===== src/rtl/led_fe_pkg.sv =====
package led_fe_pkg;
    typedef enum logic [1:0] {
        ST_IDLE  = 2'd0,
        ST_SHIFT = 2'd1,
        ST_LATCH = 2'd2
    } fe_state_t;
endpackage


===== src/rtl/led_fe_sync.sv =====
module led_fe_sync #(
    parameter int W      = 4,
    parameter int STAGES = 2
) (
    input  logic         clk,
    input  logic         rst_n,
    input  logic [W-1:0] d,
    output logic [W-1:0] q
);
    logic [W-1:0] stg [STAGES];

    always_ff @(posedge clk or negedge rst_n) begin
        if (!rst_n) begin
            for (int i = 0; i < STAGES; i++) stg[i] <= '0;
        end else begin
            stg[0] <= d;
            for (int i = 1; i < STAGES; i++) stg[i] <= stg[i-1];
        end
    end

    assign q = stg[STAGES-1];
endmodule


===== src/rtl/led_fe_ctrl.sv =====
module led_fe_ctrl
    import led_fe_pkg::*;
(
    input  logic      clk,
    input  logic      rst_n,
    input  logic      ser_s,
    input  logic      shift_s,
    input  logic      latch_s,
    output fe_state_t state,
    output logic      shift_bit
);
    logic      shift_q, latch_q;
    logic      shift_rise, latch_rise;
    fe_state_t nxt;

    assign shift_rise = shift_s & ~shift_q;
    assign latch_rise = latch_s & ~latch_q;

    always_ff @(posedge clk or negedge rst_n) begin
        if (!rst_n) begin
            shift_q <= 1'b0;
            latch_q <= 1'b0;
        end else begin
            shift_q <= shift_s;
            latch_q <= latch_s;
        end
    end

    always_comb begin
        unique case ({latch_rise, shift_rise})
            2'b10, 2'b11: nxt = ST_LATCH;
            2'b01:        nxt = ST_SHIFT;
            default:      nxt = ST_IDLE;
        endcase
    end

    // state register
    always_ff @(posedge clk or negedge rst_n) begin
        if (!rst_n) state <= ST_IDLE;
        else        state <= nxt;
    end

    // data capture alongside the shift decision
    always_ff @(posedge clk or negedge rst_n) begin
        if (!rst_n)                shift_bit <= 1'b0;
        else if (nxt == ST_SHIFT)  shift_bit <= ser_s;
    end

    a_r2_one_shift_per_edge: assert property (@(posedge clk) disable iff (!rst_n)
        state == ST_SHIFT |=> state != ST_SHIFT);
    a_r3_latch_edge_acts: assert property (@(posedge clk) disable iff (!rst_n)
        $rose(latch_s) |=> state == ST_LATCH);
endmodule


===== src/rtl/led_fe_regs.sv =====
module led_fe_regs
    import led_fe_pkg::*;
#(
    parameter int N_PER_COLOR = 16,
    parameter int BC_W        = 7,
    parameter int MC_W        = 3,
    parameter int SEL_W       = 2,
    localparam int N_OUT      = 3 * N_PER_COLOR,
    localparam int SR_W       = N_OUT + 1,
    localparam int N_STAT     = 2 ** SEL_W,
    localparam int MC_LSB     = 3 * BC_W,
    localparam int FC_LSB     = 3 * BC_W + 3 * MC_W,
    localparam int FC_W       = N_OUT - FC_LSB
) (
    input  logic                     clk,
    input  logic                     rst_n,
    input  fe_state_t                state,
    input  logic                     shift_bit,
    input  logic                     blank_s,
    input  logic [N_STAT*N_OUT-1:0]  stat_words,
    output logic                     ser_out,
    output logic [N_OUT-1:0]         out_en,
    output logic [3*BC_W-1:0]        bright,
    output logic [3*MC_W-1:0]        maxcur,
    output logic [FC_W-1:0]          func_ctl
);
    logic [SR_W-1:0]  sr;
    logic [N_OUT-1:0] onoff;
    logic [N_OUT-1:0] ctl;
    logic [SEL_W-1:0] sel;
    logic [N_OUT-1:0] stat_pick;

    assign sel       = ctl[FC_LSB +: SEL_W];
    assign stat_pick = stat_words[int'(sel)*N_OUT +: N_OUT];

    always_ff @(posedge clk or negedge rst_n) begin
        if (!rst_n) begin
            sr    <= '0;
            onoff <= '0;
            ctl   <= '0;
        end else begin
            unique case (state)
                ST_SHIFT: sr <= {sr[SR_W-2:0], shift_bit};
                ST_LATCH: begin
                    if (!sr[SR_W-1]) begin
                        onoff <= sr[N_OUT-1:0];
                        sr    <= {1'b0, stat_pick};
                    end else begin
                        ctl   <= sr[N_OUT-1:0];
                    end
                end
                default: ;
            endcase
        end
    end

    always_ff @(posedge clk or negedge rst_n) begin
        if (!rst_n)       out_en <= '0;
        else if (blank_s) out_en <= '0;
        else              out_en <= onoff;
    end

    assign ser_out  = sr[SR_W-1];
    assign bright   = ctl[MC_LSB-1:0];
    assign maxcur   = ctl[FC_LSB-1:MC_LSB];
    assign func_ctl = ctl[N_OUT-1:FC_LSB];

    a_r2_shift_moves: assert property (@(posedge clk) disable iff (!rst_n)
        state == ST_SHIFT |=> sr[SR_W-1:1] == $past(sr[SR_W-2:0]));
    a_r2_idle_holds: assert property (@(posedge clk) disable iff (!rst_n)
        state == ST_IDLE |=> $stable(sr));
    a_r3_onoff_capture: assert property (@(posedge clk) disable iff (!rst_n)
        (state == ST_LATCH && !sr[SR_W-1]) |=> onoff == $past(sr[N_OUT-1:0]));
    a_r4_reload_top_clear: assert property (@(posedge clk) disable iff (!rst_n)
        (state == ST_LATCH && !sr[SR_W-1]) |=> !sr[SR_W-1]);
    a_r5_ctl_keeps_onoff: assert property (@(posedge clk) disable iff (!rst_n)
        (state == ST_LATCH && sr[SR_W-1]) |=> $stable(onoff));
    a_r7_blank_off: assert property (@(posedge clk) disable iff (!rst_n)
        blank_s |=> out_en == '0);
endmodule


===== src/rtl/led_serial_front.sv =====
module led_serial_front
    import led_fe_pkg::*;
#(
    parameter int N_PER_COLOR = 16,
    parameter int BC_W        = 7,
    parameter int MC_W        = 3,
    parameter int SEL_W       = 2,
    parameter int SYNC_STAGES = 2,
    localparam int N_OUT      = 3 * N_PER_COLOR,
    localparam int N_STAT     = 2 ** SEL_W,
    localparam int FC_W       = N_OUT - 3 * BC_W - 3 * MC_W
) (
    input  logic                    clk,
    input  logic                    rst_n,
    input  logic                    ser_in,
    input  logic                    shift_clk,
    input  logic                    latch_in,
    input  logic                    blank_in,
    input  logic [N_STAT*N_OUT-1:0] stat_words,
    output logic                    ser_out,
    output logic [N_OUT-1:0]        out_en,
    output logic [3*BC_W-1:0]       bright,
    output logic [3*MC_W-1:0]       maxcur,
    output logic [FC_W-1:0]         func_ctl
);
    logic [3:0] pins_s;
    fe_state_t  state;
    logic       shift_bit;

    led_fe_sync #(.W(4), .STAGES(SYNC_STAGES)) u_sync (
        .clk   (clk),
        .rst_n (rst_n),
        .d     ({blank_in, latch_in, shift_clk, ser_in}),
        .q     (pins_s)
    );

    led_fe_ctrl u_ctrl (
        .clk       (clk),
        .rst_n     (rst_n),
        .ser_s     (pins_s[0]),
        .shift_s   (pins_s[1]),
        .latch_s   (pins_s[2]),
        .state     (state),
        .shift_bit (shift_bit)
    );

    led_fe_regs #(
        .N_PER_COLOR (N_PER_COLOR),
        .BC_W        (BC_W),
        .MC_W        (MC_W),
        .SEL_W       (SEL_W)
    ) u_regs (
        .clk        (clk),
        .rst_n      (rst_n),
        .state      (state),
        .shift_bit  (shift_bit),
        .blank_s    (pins_s[3]),
        .stat_words (stat_words),
        .ser_out    (ser_out),
        .out_en     (out_en),
        .bright     (bright),
        .maxcur     (maxcur),
        .func_ctl   (func_ctl)
    );
endmodule


===== config.mk =====
export PLATFORM = sky130hd
export DESIGN_NAME = led_serial_front
export DESIGN_NICKNAME = d
export VERILOG_FILES = /design/src/rtl/led_fe_pkg.sv /design/src/rtl/led_fe_sync.sv /design/src/rtl/led_fe_ctrl.sv /design/src/rtl/led_fe_regs.sv /design/src/rtl/led_serial_front.sv
export SDC_FILE = /design/constraint.sdc
export NUM_CORES = 1
export LEC_CHECK = 0
export BUFFER_PORTS_ARGS = -buffer_cell sky130_fd_sc_hd__buf_2
export CELL_PAD_IN_SITES_DETAIL_PLACEMENT = 0
export CELL_PAD_IN_SITES_GLOBAL_PLACEMENT = 1
export CORE_UTILIZATION = 40
export DETAILED_ROUTE_END_ITERATION = 10
export PLACE_DENSITY_LB_ADDON = 0.15
export SYNTH_ARGS = -nofsm -noshare
export SYNTH_HDL_FRONTEND = slang
export SYNTH_SLANG_ARGS = --single-unit
export TNS_END_PERCENT = 20

===== constraint.sdc =====
create_clock -name clk -period 2 [get_ports clk]
set_input_delay 0.4 -clock clk [delete_from_list [all_inputs] [get_ports clk]]
set_output_delay 0.4 -clock clk [all_outputs]
set_load 0.01 [all_outputs]

## Word-level counts from Yosys, hierarchy flattened

Cells that the tools add are included.

- $add $sub $neg: 0
- $mul: 1
- Divide/modulo/power cells: 0
- Magnitude comparators: 0
- Equal/unequal tests: 7
- Shifts and indexed selects: 1
- Mux-type cells: 4
- Bitwise logic cells: 5
- Reductions and logical operators: 5

Operators with widths:

| cell | number |
|---|---|
| $shiftx A192 B32 Y48 | 1 |
| $pmux W49 S2 | 1 |
| $mux W49 | 1 |
| $mux W48 | 1 |
| $eq A2 B1 Y1 const B | 3 |
| $eq A2 B2 Y1 const B | 3 |
| $reduce_and A2 Y1 | 3 |
| $mul A2 B2 Y4 const B | 1 |
| $pmux W2 S2 | 1 |
| $not A1 Y1 | 3 |
| $and A1 B1 Y1 | 2 |
| $ne A2 B2 Y1 const B | 1 |
| $reduce_bool A2 Y1 | 1 |
| $reduce_or A2 Y1 | 1 |

- Bits in registers: 206
- Bits in latches: 0
- RAM bits: 0
- Memory bits (read-only): 0
- Output and inout port bits: 97
- Logic and storage cells: 34
- Memories kept: 0

## Depth between registers and ports, before layout

- Word-level depth: 6
- Gate-level depth with buffers: 6

## Modules after synthesis

A second synthesis with hierarchy kept.

- Cell total of the unflattened synthesis: 654
- Area total of the unflattened synthesis: 9,167.5 µm²

Modules (own cells, without submodules):

| module | instances | cells an instance | area each (µm²) | sequential area each (µm²) |
|---|---|---|---|---|
| led_fe_regs | 1 | 634 | 8,764.7 | 4,829.6 |
| led_fe_sync | 1 | 12 | 230.2 | 200.2 |
| led_fe_ctrl | 1 | 8 | 172.7 | 125.1 |

## Worst setup path before layout

Ideal clock, no wire load.

- Path kind: register -> register
- From: reg u_regs.ctl[30]
- To: reg u_regs.sr[35]
- Data arrival time: 1,440 ps
- Required time: 1,864 ps
- Slack: 424 ps
- Stages on the path, launching flop included: 6
- Clock period less this slack: 1,576 ps
- Cell sequence: dfrtp_1 -> buf_6 -> buf_2 -> mux4_2 -> nand2_1 -> o21ai_0

- Word-level cells in the longest chain between the ends: 4

Ends and longest elaborated chain:

| what | RTL line | text |
|---|---|---|
| from (decl) | led_fe_regs.sv:29 | `logic [N_OUT-1:0] ctl;` |
| from (signal assigned) | led_fe_regs.sv:49 | `ctl <= sr[N_OUT-1:0];` |
| $mul A2 B2 Y4 | led_fe_regs.sv:34 | `assign stat_pick = stat_words[int'(sel)*N_OUT +: N_OUT];` |
| $shiftx A192 B32 Y48 | led_fe_regs.sv:34 |  |
| $mux W49 | led_fe_regs.sv:45 | `if (!sr[SR_W-1]) begin` |
| $pmux W49 S2 | led_fe_regs.sv:42 | `unique case (state)` |
| to (signal assigned) | led_fe_regs.sv:43 | `ST_SHIFT: sr <= {sr[SR_W-2:0], shift_bit};` |
| to (signal assigned) | led_fe_regs.sv:47 | `sr <= {1'b0, stat_pick};` |
| to (decl) | led_fe_regs.sv:27 | `logic [SR_W-1:0] sr;` |

Every way passes these cells. The select of a mux whose other input is x is not followed.
A chain may end at the register's enable or synchronous reset.

## Worst setup path after layout

- From: reg u_regs.ctl[31]
- To: out func_ctl[1]

RTL lines:

| what | RTL line | text |
|---|---|---|
| to (decl) | led_serial_front.sv:24 | `output logic [FC_W-1:0] func_ctl` |

No word-level cell between the ends.

==> impl_metrics.ini <==
[outcome]
status = completed

[clocking]
ctsLongestPathBuffers = 3
clkTransAtPathRegs_ps = 60
htree_levels = 1
cts_made_buffers = 22
insertion_delay_ps = 500
tritoncts = yes
cts-root-buf = clkbuf_16
cts_sinks = 206

[yosys]
synth_edf_count = 0
synthMuxAreaShare_pct = 29.9
netlist_area_um2 = 8870
synth.net_count = 793
yosysWarnings = 0
syn_avg_cell_area_um2 = 14.9
yosysSeqAreaShare_pct = 58.1
synth_area_leaders = dfrtp_1 58%, mux2_2 12%, mux4_2 12%
synthAdderAreaFrac_pct = 0
ys_types = 20
synth_async_sr_flop_share_pct = 100
synth_seq_cells = 206
synth-xor-area-share_pct = 0
ys_top_cells_by_count = 206 x dfrtp_1, 98 x mux2_2, 50 x nor2b_1
synth_compound_area_share_pct = 2.72
synth_top_family_by_area = multiplexers
synthCells = 595
synthDominantCellAreaShare_pct = 58.1
yosys.cell_count.top_type = dfrtp_1
yosys.area_share.simple_pct = 6.15
yosys_most_used_dff = dfrtp_1
yosysTopAreaCell = dfrtp_1

[detailed_routing]
dr.pass1.iters = 4
routed_wl_mm = 20.7
drtAntennaViolNets = 0
drt_iter0_markers = 145
wire_per_inst_um = 17.5
drcViolationCount = 0
via_count = 5956
avgViaCountPerCell = 5.03

[global_routing]
grt_antenna_before_repair = 0
first_global_vias = 6286
groute.usage.overall_pct = 18.5
grt.met2_usage_pct = 32.2
gr-max-usage-layer = met2
use_met3_pct = 3.58
grt_start_max_net_pins = 77
use_met1_pct = 23.5
grt_first_pass_wirelength_mm = 32.8
grt-ovfl-total = 0

[flow_run]
maxCapViolCount = 0

[sta]
hold_viol_final = 0
max_slew.worst_pin.slew_ps = 400
rsz0062_at_grt = false
setup_viol = 0
post-route-period-util_pct = 95.1
fmax_mhz = 526
fin_skew_ps = 5.92
max_slew_margin_pct = 73.3
whs_ps = 31.8
final.min_clock_period_ps = 1900
fin_setup_tns_ps = 0
slew_violations = 0

[setup_path]
path_buf_inv = 2
crit_path_cell_trace = buf_12 -> buf_2
end_kind = primary output
cp.arrival_ps = 1500
cp_max_fo = 18
r2r_slack_ps = 300
critical_path.top_delay_family = flip-flops
start_kind = flop
path_class = reg -> out
worstPathRequired_ps = 1600
max_stage_delay_ps = 640
cp_slowest_cell = dfrtp_4

[power]
p_total_mw = 15.9
leakage_nw = 5.36
peakVddDrop_v = 0.000729
p_per_area_nw_per_um2 = 1390

[die]
ios = 295
die_w_um = 151
dieArea_um2 = 22800
core-area_um2 = 21800
fp.dieH_um = 151
initial_core_util_pct = 40.8
rows = 54

[final_layout]
syn_to_final_growth_pct = 28.6
drive_above_1_share_pct = 54.6
nets = 1090
fillerInstances = 1894
insertedDiodeCount = 0

[place]
dp_hpwl_mm = 14.9
portBuffers = 294
gp_congestion = 0.827

[hold_path]
holdCritPathClass = in -> reg
==> where the power goes <==
part	total (mW)	switching [mW]	internal, mW	leakage, nW
combinational	5.06	2.18	2.88	2.45
clock	3.84	1.54	2.30	0.340
sequential	7.00	1.15	5.86	2.57
total	15.9	4.87	11.0	5.36
==> final timing paths <==
kind                                 startpoint               end  cells after the start
worst max-delay path             u_regs.ctl[31]       func_ctl[1]                      2
worst min-delay path                     ser_in     u_sync.stg[4]                      1
worst max register to register  u_ctrl.state[1]  u_regs.onoff[11]                      3
worst min register to register    u_sync.stg[5]       u_sync.q[1]                      0
max in group asynchronous                 rst_n    u_regs.ctl[31]                      3
min in group asynchronous                 rst_n  u_regs.out_en[2]                      2
==> logic make-up after synthesis <==
kind of cell | count (synthesis)
AND/OR/NAND/NOR | 105
multiplexers | 193
AO/OA/AOI/OAI | 48
buffers and inverters | 43
flip-flops | 206
==> stage by stage <==
step | cell area [um2] | std cells | utilization, % | setup slack [ps]
finish | 11400 | 1184 | 52.4 | 97.3
global route | 11400 | 1184 | 52.4 | 42.7
CTS | 11400 | 1184 | 52.4 | 64.5
detailed placement | 10700 | 1144 | 49.1 | 313
global placement | 10700 | 1144 | 49.1 | 364
floorplan | 8870 | 595 | - | 424
==> cell type report <==
cell class                      count  area [um2]  share of cell area [%]
Clock buffer                       34         677                    5.93
Clock inverter                      2        10.0                  0.0877
Inverter                            1        3.75                  0.0329
Multi-Input combinational cell    346        3450                    30.3
Sequential cell                   206        5160                    45.3
Tap cell                          280         350                    3.07
Timing Repair Buffer              315        1750                    15.3
==> sequential cells by signal, summed over array words and instances, names as in the netlist <==
signal and cells:
u_ctrl.state 2, u_regs.sr 49, u_regs.out_en 48, u_ctrl.latch_q 1, u_regs.onoff 48, u_ctrl.shift_bit 1
u_sync.q 4, u_regs.ctl 48, u_ctrl.shift_q 1, u_sync.stg 4
==> what timing repair did <==
action / in CTS / in global routing
hold buffers: 4 / 0
gates resized for setup: 1 / 0
setup endpoints to repair: 1 / 0
endpoints found under the hold margin: 35 / 0
buffers inserted: 0 / 0
==> routing by layer <==
layer | up-vias | wire, um
met2 | 186 | 10600
met5 | - | 0
met1 | 3019 | 8520
li1 | 2727 | -
met3 | 24 | 1200
met4 | 0 | 364
==> cells in the final DEF, fill, tap and decap left out, types with 2 or more instances in the layout <==
master           n
buf_2          293
dfrtp_1        203
mux2_2          98
nor2b_1         49
nand2_1         49
mux4_2          48
mux2i_1         47
o21ai_0         38
clkbuf_16       23
o21ai_1          9
buf_4            9
buf_12           8
clkbuf_8         7
clkbuf_1         5
dlygate4sd3_1    4
clkinv_2         2
dfrtp_4          2
No activity file was read; power rests on OpenSTA's default activity.
